`src/rtl/sdram_init_pkg.sv`:
```
package sdram_init_pkg;

  // Command encoding on {cs_n, ras_n, cas_n, we_n}
  typedef enum logic [3:0] {
    CMD_LMR = 4'b0000,
    CMD_REF = 4'b0001,
    CMD_PRE = 4'b0010,
    CMD_NOP = 4'b0111
  } sd_cmd_e;

  typedef enum logic [2:0] {
    PH_WAIT    = 3'd0,
    PH_PRE_GAP = 3'd1,
    PH_REF_GAP = 3'd2,
    PH_LMR_GAP = 3'd3,
    PH_READY   = 3'd4
  } init_phase_e;

  localparam int RST_SYNC_STAGES = 2;
  localparam int MIN_REFRESHES   = 8;
  localparam int AUTO_PRE_BIT    = 10;

  function automatic int ceil_div(input longint num, input longint den);
    return int'((num + den - 1) / den);
  endfunction

  function automatic int imax(input int a, input int b);
    return (a > b) ? a : b;
  endfunction

endpackage

```
`src/rtl/sdram_rst_sync.sv`:
```
module sdram_rst_sync #(
  parameter int STAGES = 2
) (
  input  logic clk,
  input  logic rst_n,
  output logic srst_n
);

  logic [STAGES-1:0] sync_q;
  logic [STAGES-1:0] sync_d;

  always_comb begin
    sync_d = {sync_q[STAGES-2:0], 1'b1};
  end

  always_ff @(posedge clk or negedge rst_n) begin
    if (!rst_n) begin
      sync_q <= '0;
    end else begin
      sync_q <= sync_d;
    end
  end

  assign srst_n = sync_q[STAGES-1];

endmodule

```
`src/rtl/sdram_gap_timer.sv`:
```
module sdram_gap_timer #(
  parameter int             W         = 8,
  parameter logic [W-1:0]   RESET_VAL = '0
) (
  input  logic         clk,
  input  logic         rst_n,
  input  logic         load_en,
  input  logic [W-1:0] load_val,
  output logic         expired
);

  logic [W-1:0] cnt_q;
  logic [W-1:0] cnt_d;
  logic         cnt_en;

  always_comb begin
    cnt_en = load_en || (cnt_q != '0);
    if (load_en) begin
      cnt_d = load_val;
    end else begin
      cnt_d = cnt_q - 1'b1;
    end
  end

  always_ff @(posedge clk or negedge rst_n) begin
    if (!rst_n) begin
      cnt_q <= RESET_VAL;
    end else if (cnt_en) begin
      cnt_q <= cnt_d;
    end
  end

  assign expired = (cnt_q == '0);

endmodule

```
`src/rtl/sdram_ref_counter.sv`:
```
module sdram_ref_counter #(
  parameter int W = 4
) (
  input  logic         clk,
  input  logic         rst_n,
  input  logic         inc_en,
  output logic [W-1:0] count
);

  logic [W-1:0] cnt_q;
  logic [W-1:0] cnt_d;

  always_comb begin
    cnt_d = cnt_q + 1'b1;
  end

  always_ff @(posedge clk or negedge rst_n) begin
    if (!rst_n) begin
      cnt_q <= '0;
    end else if (inc_en) begin
      cnt_q <= cnt_d;
    end
  end

  assign count = cnt_q;

endmodule

```
`src/rtl/sdram_init_fsm.sv`:
```
module sdram_init_fsm
  import sdram_init_pkg::*;
#(
  parameter int TMR_W = 8,
  parameter int REF_W = 4,
  parameter int REF_N = 8,
  parameter int T_RP  = 3,
  parameter int T_RC  = 9,
  parameter int T_MRD = 2
) (
  input  logic             clk,
  input  logic             rst_n,
  input  logic             gap_expired,
  input  logic [REF_W-1:0] refs_issued,
  output sd_cmd_e          cmd_next,
  output logic             tmr_load,
  output logic [TMR_W-1:0] tmr_val,
  output logic             ref_inc,
  output logic             done_set
);

  localparam logic [TMR_W-1:0] RP_LOAD  = TMR_W'(T_RP - 1);
  localparam logic [TMR_W-1:0] RC_LOAD  = TMR_W'(T_RC - 1);
  localparam logic [TMR_W-1:0] MRD_LOAD = TMR_W'(T_MRD - 1);
  localparam logic [REF_W-1:0] REF_LAST = REF_W'(REF_N);

  init_phase_e ph_q;
  init_phase_e ph_d;

  always_comb begin
    ph_d     = ph_q;
    cmd_next = CMD_NOP;
    tmr_load = 1'b0;
    tmr_val  = '0;
    ref_inc  = 1'b0;
    done_set = 1'b0;
    unique case (ph_q)
      PH_WAIT: begin
        if (gap_expired) begin
          cmd_next = CMD_PRE;
          tmr_load = 1'b1;
          tmr_val  = RP_LOAD;
          ph_d     = PH_PRE_GAP;
        end
      end
      PH_PRE_GAP: begin
        if (gap_expired) begin
          cmd_next = CMD_REF;
          tmr_load = 1'b1;
          tmr_val  = RC_LOAD;
          ref_inc  = 1'b1;
          ph_d     = PH_REF_GAP;
        end
      end
      PH_REF_GAP: begin
        if (gap_expired) begin
          tmr_load = 1'b1;
          if (refs_issued == REF_LAST) begin
            cmd_next = CMD_LMR;
            tmr_val  = MRD_LOAD;
            ph_d     = PH_LMR_GAP;
          end else begin
            cmd_next = CMD_REF;
            tmr_val  = RC_LOAD;
            ref_inc  = 1'b1;
          end
        end
      end
      PH_LMR_GAP: begin
        if (gap_expired) begin
          done_set = 1'b1;
          ph_d     = PH_READY;
        end
      end
      PH_READY: begin
        ph_d = PH_READY;
      end
      default: begin
        ph_d = PH_WAIT;
      end
    endcase
  end

  always_ff @(posedge clk or negedge rst_n) begin
    if (!rst_n) begin
      ph_q <= PH_WAIT;
    end else begin
      ph_q <= ph_d;
    end
  end

endmodule

```
`src/rtl/sdram_pin_drv.sv`:
```
module sdram_pin_drv
  import sdram_init_pkg::*;
#(
  parameter int              ADDR_W     = 13,
  parameter int              BA_W       = 2,
  parameter int              DQM_W      = 2,
  parameter logic [ADDR_W-1:0] MODE_VALUE = '0
) (
  input  logic              clk,
  input  logic              rst_n,
  input  sd_cmd_e           cmd_next,
  input  logic              done_set,
  output logic              sd_cke,
  output logic              sd_cs_n,
  output logic              sd_ras_n,
  output logic              sd_cas_n,
  output logic              sd_we_n,
  output logic [BA_W-1:0]   sd_ba,
  output logic [ADDR_W-1:0] sd_addr,
  output logic [DQM_W-1:0]  sd_dqm,
  output logic              init_done
);

  sd_cmd_e           cmd_q;
  logic [ADDR_W-1:0] addr_q;
  logic [ADDR_W-1:0] addr_d;
  logic [BA_W-1:0]   ba_q;
  logic              cke_q;
  logic [DQM_W-1:0]  dqm_q;
  logic              done_q;
  logic              done_d;

  always_comb begin
    addr_d = '0;
    unique case (cmd_next)
      CMD_PRE: addr_d[AUTO_PRE_BIT] = 1'b1;
      CMD_LMR: addr_d = MODE_VALUE;
      default: addr_d = '0;
    endcase
    done_d = done_q | done_set;
  end

  always_ff @(posedge clk or negedge rst_n) begin
    if (!rst_n) begin
      cmd_q  <= CMD_NOP;
      addr_q <= '0;
      ba_q   <= '0;
      cke_q  <= 1'b1;
      dqm_q  <= '1;
      done_q <= 1'b0;
    end else begin
      cmd_q  <= cmd_next;
      addr_q <= addr_d;
      ba_q   <= '0;
      cke_q  <= 1'b1;
      dqm_q  <= '1;
      done_q <= done_d;
    end
  end

  assign {sd_cs_n, sd_ras_n, sd_cas_n, sd_we_n} = cmd_q;
  assign sd_addr   = addr_q;
  assign sd_ba     = ba_q;
  assign sd_cke    = cke_q;
  assign sd_dqm    = dqm_q;
  assign init_done = done_q;

endmodule

```
`src/rtl/sdram_pwrup_seq.sv`:
```
module sdram_pwrup_seq
  import sdram_init_pkg::*;
#(
  parameter int                CLK_FREQ_KHZ  = 100000,
  parameter int                WAIT_US       = 100,
  parameter int                REFRESH_COUNT = 8,
  parameter int                T_RP          = 3,
  parameter int                T_RC          = 9,
  parameter int                T_MRD         = 2,
  parameter int                ADDR_W        = 13,
  parameter int                BA_W          = 2,
  parameter int                DQM_W         = 2,
  parameter logic [ADDR_W-1:0] MODE_VALUE    = 13'h0033
) (
  input  logic              clk,
  input  logic              rst_n,
  output logic              sd_cke,
  output logic              sd_cs_n,
  output logic              sd_ras_n,
  output logic              sd_cas_n,
  output logic              sd_we_n,
  output logic [BA_W-1:0]   sd_ba,
  output logic [ADDR_W-1:0] sd_addr,
  output logic [DQM_W-1:0]  sd_dqm,
  output logic              init_done
);

  localparam int WAIT_CYC = ceil_div(longint'(WAIT_US) * longint'(CLK_FREQ_KHZ), 1000);
  localparam int REF_N    = imax(REFRESH_COUNT, MIN_REFRESHES);
  localparam int TMR_MAX  = imax(imax(WAIT_CYC, T_RP), imax(T_RC, T_MRD));
  localparam int TMR_W    = $clog2(TMR_MAX + 1);
  localparam int REF_W    = $clog2(REF_N + 1);
  localparam logic [TMR_W-1:0] WAIT_LOAD = TMR_W'(WAIT_CYC - 1);

  logic             srst_n;
  logic             gap_expired;
  logic             tmr_load;
  logic [TMR_W-1:0] tmr_val;
  logic             ref_inc;
  logic [REF_W-1:0] refs_issued;
  logic             done_set;
  sd_cmd_e          cmd_next;

  sdram_rst_sync #(.STAGES(RST_SYNC_STAGES)) u_rst_sync (
    .clk    (clk),
    .rst_n  (rst_n),
    .srst_n (srst_n)
  );

  sdram_gap_timer #(.W(TMR_W), .RESET_VAL(WAIT_LOAD)) u_gap_timer (
    .clk      (clk),
    .rst_n    (srst_n),
    .load_en  (tmr_load),
    .load_val (tmr_val),
    .expired  (gap_expired)
  );

  sdram_ref_counter #(.W(REF_W)) u_ref_counter (
    .clk    (clk),
    .rst_n  (srst_n),
    .inc_en (ref_inc),
    .count  (refs_issued)
  );

  sdram_init_fsm #(
    .TMR_W (TMR_W),
    .REF_W (REF_W),
    .REF_N (REF_N),
    .T_RP  (T_RP),
    .T_RC  (T_RC),
    .T_MRD (T_MRD)
  ) u_fsm (
    .clk         (clk),
    .rst_n       (srst_n),
    .gap_expired (gap_expired),
    .refs_issued (refs_issued),
    .cmd_next    (cmd_next),
    .tmr_load    (tmr_load),
    .tmr_val     (tmr_val),
    .ref_inc     (ref_inc),
    .done_set    (done_set)
  );

  sdram_pin_drv #(
    .ADDR_W     (ADDR_W),
    .BA_W       (BA_W),
    .DQM_W      (DQM_W),
    .MODE_VALUE (MODE_VALUE)
  ) u_pin_drv (
    .clk       (clk),
    .rst_n     (srst_n),
    .cmd_next  (cmd_next),
    .done_set  (done_set),
    .sd_cke    (sd_cke),
    .sd_cs_n   (sd_cs_n),
    .sd_ras_n  (sd_ras_n),
    .sd_cas_n  (sd_cas_n),
    .sd_we_n   (sd_we_n),
    .sd_ba     (sd_ba),
    .sd_addr   (sd_addr),
    .sd_dqm    (sd_dqm),
    .init_done (init_done)
  );

endmodule

```
`config.mk`:
```
export PLATFORM = sky130hd
export DESIGN_NAME = sdram_pwrup_seq
export DESIGN_NICKNAME = d
export VERILOG_FILES = /design/src/rtl/sdram_init_pkg.sv /design/src/rtl/sdram_rst_sync.sv /design/src/rtl/sdram_gap_timer.sv /design/src/rtl/sdram_ref_counter.sv /design/src/rtl/sdram_init_fsm.sv /design/src/rtl/sdram_pin_drv.sv /design/src/rtl/sdram_pwrup_seq.sv
export SDC_FILE = /design/constraint.sdc
export NUM_CORES = 1
export LEC_CHECK = 0
export ABC_AREA = 1
export BUFFER_PORTS_ARGS = -buffer_cell sky130_fd_sc_hd__buf_2
export CAP_MARGIN = 20
export CELL_PAD_IN_SITES_DETAIL_PLACEMENT = 0
export CELL_PAD_IN_SITES_GLOBAL_PLACEMENT = 1
export CORE_ASPECT_RATIO = 0.9
export CORE_UTILIZATION = 38
export CTS_BUF_LIST = sky130_fd_sc_hd__clkbuf_8 sky130_fd_sc_hd__clkbuf_16
export DETAILED_ROUTE_END_ITERATION = 12
export MAX_ROUTING_LAYER = met4
export PLACE_DENSITY_LB_ADDON = 0.2
export SYNTH_ARGS = -nofsm -noshare
export SYNTH_HDL_FRONTEND = slang
export SYNTH_HIERARCHICAL = 1
export SYNTH_SLANG_ARGS = --single-unit
```
`constraint.sdc`:
```
create_clock -name clk -period 1 [get_ports clk]
set_clock_uncertainty 0.1 [all_clocks]
set_input_delay 0.2 -clock clk [delete_from_list [all_inputs] [get_ports clk]]
set_output_delay 0.2 -clock clk [all_outputs]
set_load 0.005 [all_outputs]
```
==> metrics <==
EDFF count, synth=0; met1 usage=24.0%; Post-route DRC=0; RSZ-0062 raised after global routing=yes; crit path time final=1.91 ns; Reg2Reg Depth=12; Psw=0.000517 W; Seq cells post-synth=30; reg2reg setup slack=-0.91 ns; vias in the first global route=1616; setup TNS=-23.34 ns; Starting DRT DRC Count=67; fmax=523 MHz; total CTS buffers=5; core footprint=0.00489 mm²; dpl cell area=0.00244 mm²; Leak=1.50 nW; Buffers & Inverters on Critical Path=4; die area=0.00542 mm²; most common cell in the netlist=nand2_1; Post-Syn Area per Cell=7.50 µm²; capturing point of the worst reg2reg path=u_ref_counter/count[2]$_DFFE_PN0P_; Worst setup SP type=flop; Max-cap violations=0; DR pass1 iterations=4; GRT busiest layer=met2; Slowest-stage cell, CP=dfstp_2; Final Max Slew Viols=0; CP max stage delay=0.37 ns; setup ws final=-0.912 ns; CTS tree=done; Sw Ratio=21.0%; failing checks=negative setup slack; H-tree Lvls=2; starting density of the core=39.8%; top-area cell type share of the netlist area=24.4%; CP delay by family, top=simple AND/OR/NAND/NOR gates; post-synthesis cell count=260; critical path cell sequence=inv_2 -> ha_4 -> nand2_4 -> nor2_4 -> nand4_1 -> nor3_2 -> inv_2 -> buf_12 -> a21oi_4 -> nand2_2 -> xor2_1 -> inv_1; leading area contributor after synthesis=dfrtp_1; clock root cell=clkbuf_8; Syn Std Cell Area=0.00195 mm²; Finished Cell Area=0.00277 mm²; detailed-route via count=1673; share of cells above drive strength 1=46.2%; Setup crit end=u_ref_counter/count[2]$_DFFE_PN0P_; Crit path depth=12; FF-to-FF Start=u_gap_timer/cnt_q[1]$_DFFE_PN1P_; row cnt=24; top cells by count, synth=nand2_1, inv_1, buf_4; Crit Path Category=reg -> reg; GRT Residual Overflow=0; maximum VDD drop=668 µV; die height=69.9 µm; Worst path most repeated cell=inv_2; chip width=77.5 µm; Setup Viol. Count Final=37; ANT nets after route=0; Setup crit end kind=flop; Reg clk slew, reported paths=0.07 ns; first-pass GRT wire length=7310 µm; final worst path period share=191%; Post-DP HPWL=2960 µm; arrival time worst endpoint=1.98 ns; clk_lat worst skew=0.28 ns; GRT Total Usage=18.1%; Pint=0.00194 W; met2 GRT Util=26.7%; clk buf depth=2; CP Data Required Time=1.07 ns; crit-path max FO=4; final-stage net count=343; PortBufs=11; Critical Path Source=u_gap_timer/cnt_q[1]$_DFFE_PN1P_; asr flop ratio synth=100%; power density over the cells=886 mW/mm²; TritonCTS Sinks=30; Synth Warn #=6; GPL Wtd Cong=0.770; register area share after synthesis=39.2%; status=finished with violations; Wirelength per Cell=10.1 µm; Comb power frac=2.9%; Synth Flop Type=dfrtp_1; initial antenna violation count=0; final hold vios=0; vias per cell=4.13; synth top area cells=dfrtp_1, dfstp_2, nand2_1; WL final=4080 µm; Clock power frac=47.1%; worst min path class=reg -> async; # diodes=0; largest net degree at the start of global routing=29; io pins=25; P&R area growth vs syn=42.3%; Distinct cells, synth=32; Flop pwr share=50.0%; GRT met3 Usage=3.92%
-- layout make-up --
cell class	instances	area, µm²
fill	459	2120
multi-input combinational	185	1030
sequential	30	764
timing repair buffer	80	641
inverter	37	151
clock buffer	8	110
tap	65	81.3
-- stage by stage --
stage	hold WS [ns]	std cells	total power, W	util [%]	worst slack [ns]
after global routing	0.127	405	0.00256	56.7	-1.03
after floorplan	-0.196	282	0.00136	-	-1.00
after detailed placement	-0.113	384	0.00132	49.9	-0.998
after global placement	-0.115	384	0.00132	49.9	-0.912
final	0.114	405	0.00246	56.7	-0.912
after CTS	0.121	400	0.00249	54.9	-0.923
-- kinds of logic (layout without fill, tap and decap cells) --
| kind of cell | after synthesis | count (layout) | synth area share (%) |
|---|---|---|---|
| and+or+nand+nor | 132 | 132 | 32.0 |
| buffers and inverters | 67 | 125 | 18.6 |
| DFF | 30 | 30 | 39.2 |
| AOI/OAI and AO/OA | 22 | 22 | 6.74 |
| other | 4 | 26 | 0.770 |
| xor gates and xnor gates | 3 | 3 | 1.35 |
| adders and majority gates | 2 | 2 | 1.28 |
-- state kept, by name, summed over array words and instances, names as in the netlist --
name,cells
u_gap_timer/cnt_q,14
u_fsm/ph_q,3
u_pin_drv/cmd_q,4
u_rst_sync/sync_q,2
u_pin_drv/init_done,1
u_pin_drv/sd_addr,2
u_ref_counter/count,4
-- layer usage --
metal,vias up,wire [µm]
met5,-,0
met4,0,59
met3,4,154
met2,33,1780
met1,736,2090
li1,900,-
-- power groups by stage --
| stage | Clock (W) | Combinational, W | Sequential, W |
|---|---|---|---|
| floorplan | 0 | 0.0000940 | 0.00126 |
| CTS | 0.00119 | 0.0000717 | 0.00123 |
| global route | 0.00125 | 0.0000849 | 0.00123 |
| global placement | 0 | 0.0000683 | 0.00125 |
| finish | 0.00116 | 0.0000724 | 0.00123 |
| detailed placement | 0 | 0.0000686 | 0.00125 |
-- layout by cell type, fill, tap and decap left out, drive strengths merged --
cell / count
xor2: 2
o21ai: 13
nand2: 64
dlygate4sd3: 1
buf: 79
clkinv: 1
nand4: 1
dfrtp: 19
nor3: 3
or2: 5
ha: 2
dfstp: 11
o211ai: 1
a21oi: 8
xnor2: 1
nor2: 38
conb: 26
inv: 36
nand3: 21
clkbuf: 8
-- how the worst min path moves through the flow --
stage | startpoint | end | slack (ns) | depth (start not counted)
finish | u_rst_sync/sync_q[1]$_DFF_PN0_ | u_gap_timer/cnt_q[6]$_DFFE_PN0P_ | 0.11 | 1
global route | rst_n | u_rst_sync/sync_q[0]$_DFF_PN0_ | 0.13 | 2
CTS | rst_n | u_rst_sync/sync_q[0]$_DFF_PN0_ | 0.12 | 2
detailed placement | rst_n | u_rst_sync/sync_q[0]$_DFF_PN0_ | -0.11 | 1
global placement | rst_n | u_rst_sync/sync_q[0]$_DFF_PN0_ | -0.11 | 1
floorplan | rst_n | u_rst_sync/sync_q[0]$_DFF_PN0_ | -0.20 | 0
-- what timing repair did --
| item | in CTS | in global routing |
|---|---|---|
| resized for setup | 17 | 18 |
| setup buffers | 7 | 5 |
| gates cloned | 0 | 0 |
| setup endpoints to repair | 37 | 37 |
| hold buffers | 1 | 0 |
| pin swaps | 6 | 5 |
| hold endpoints to repair | 2 | 0 |
(Power assumes the default switching activity.)
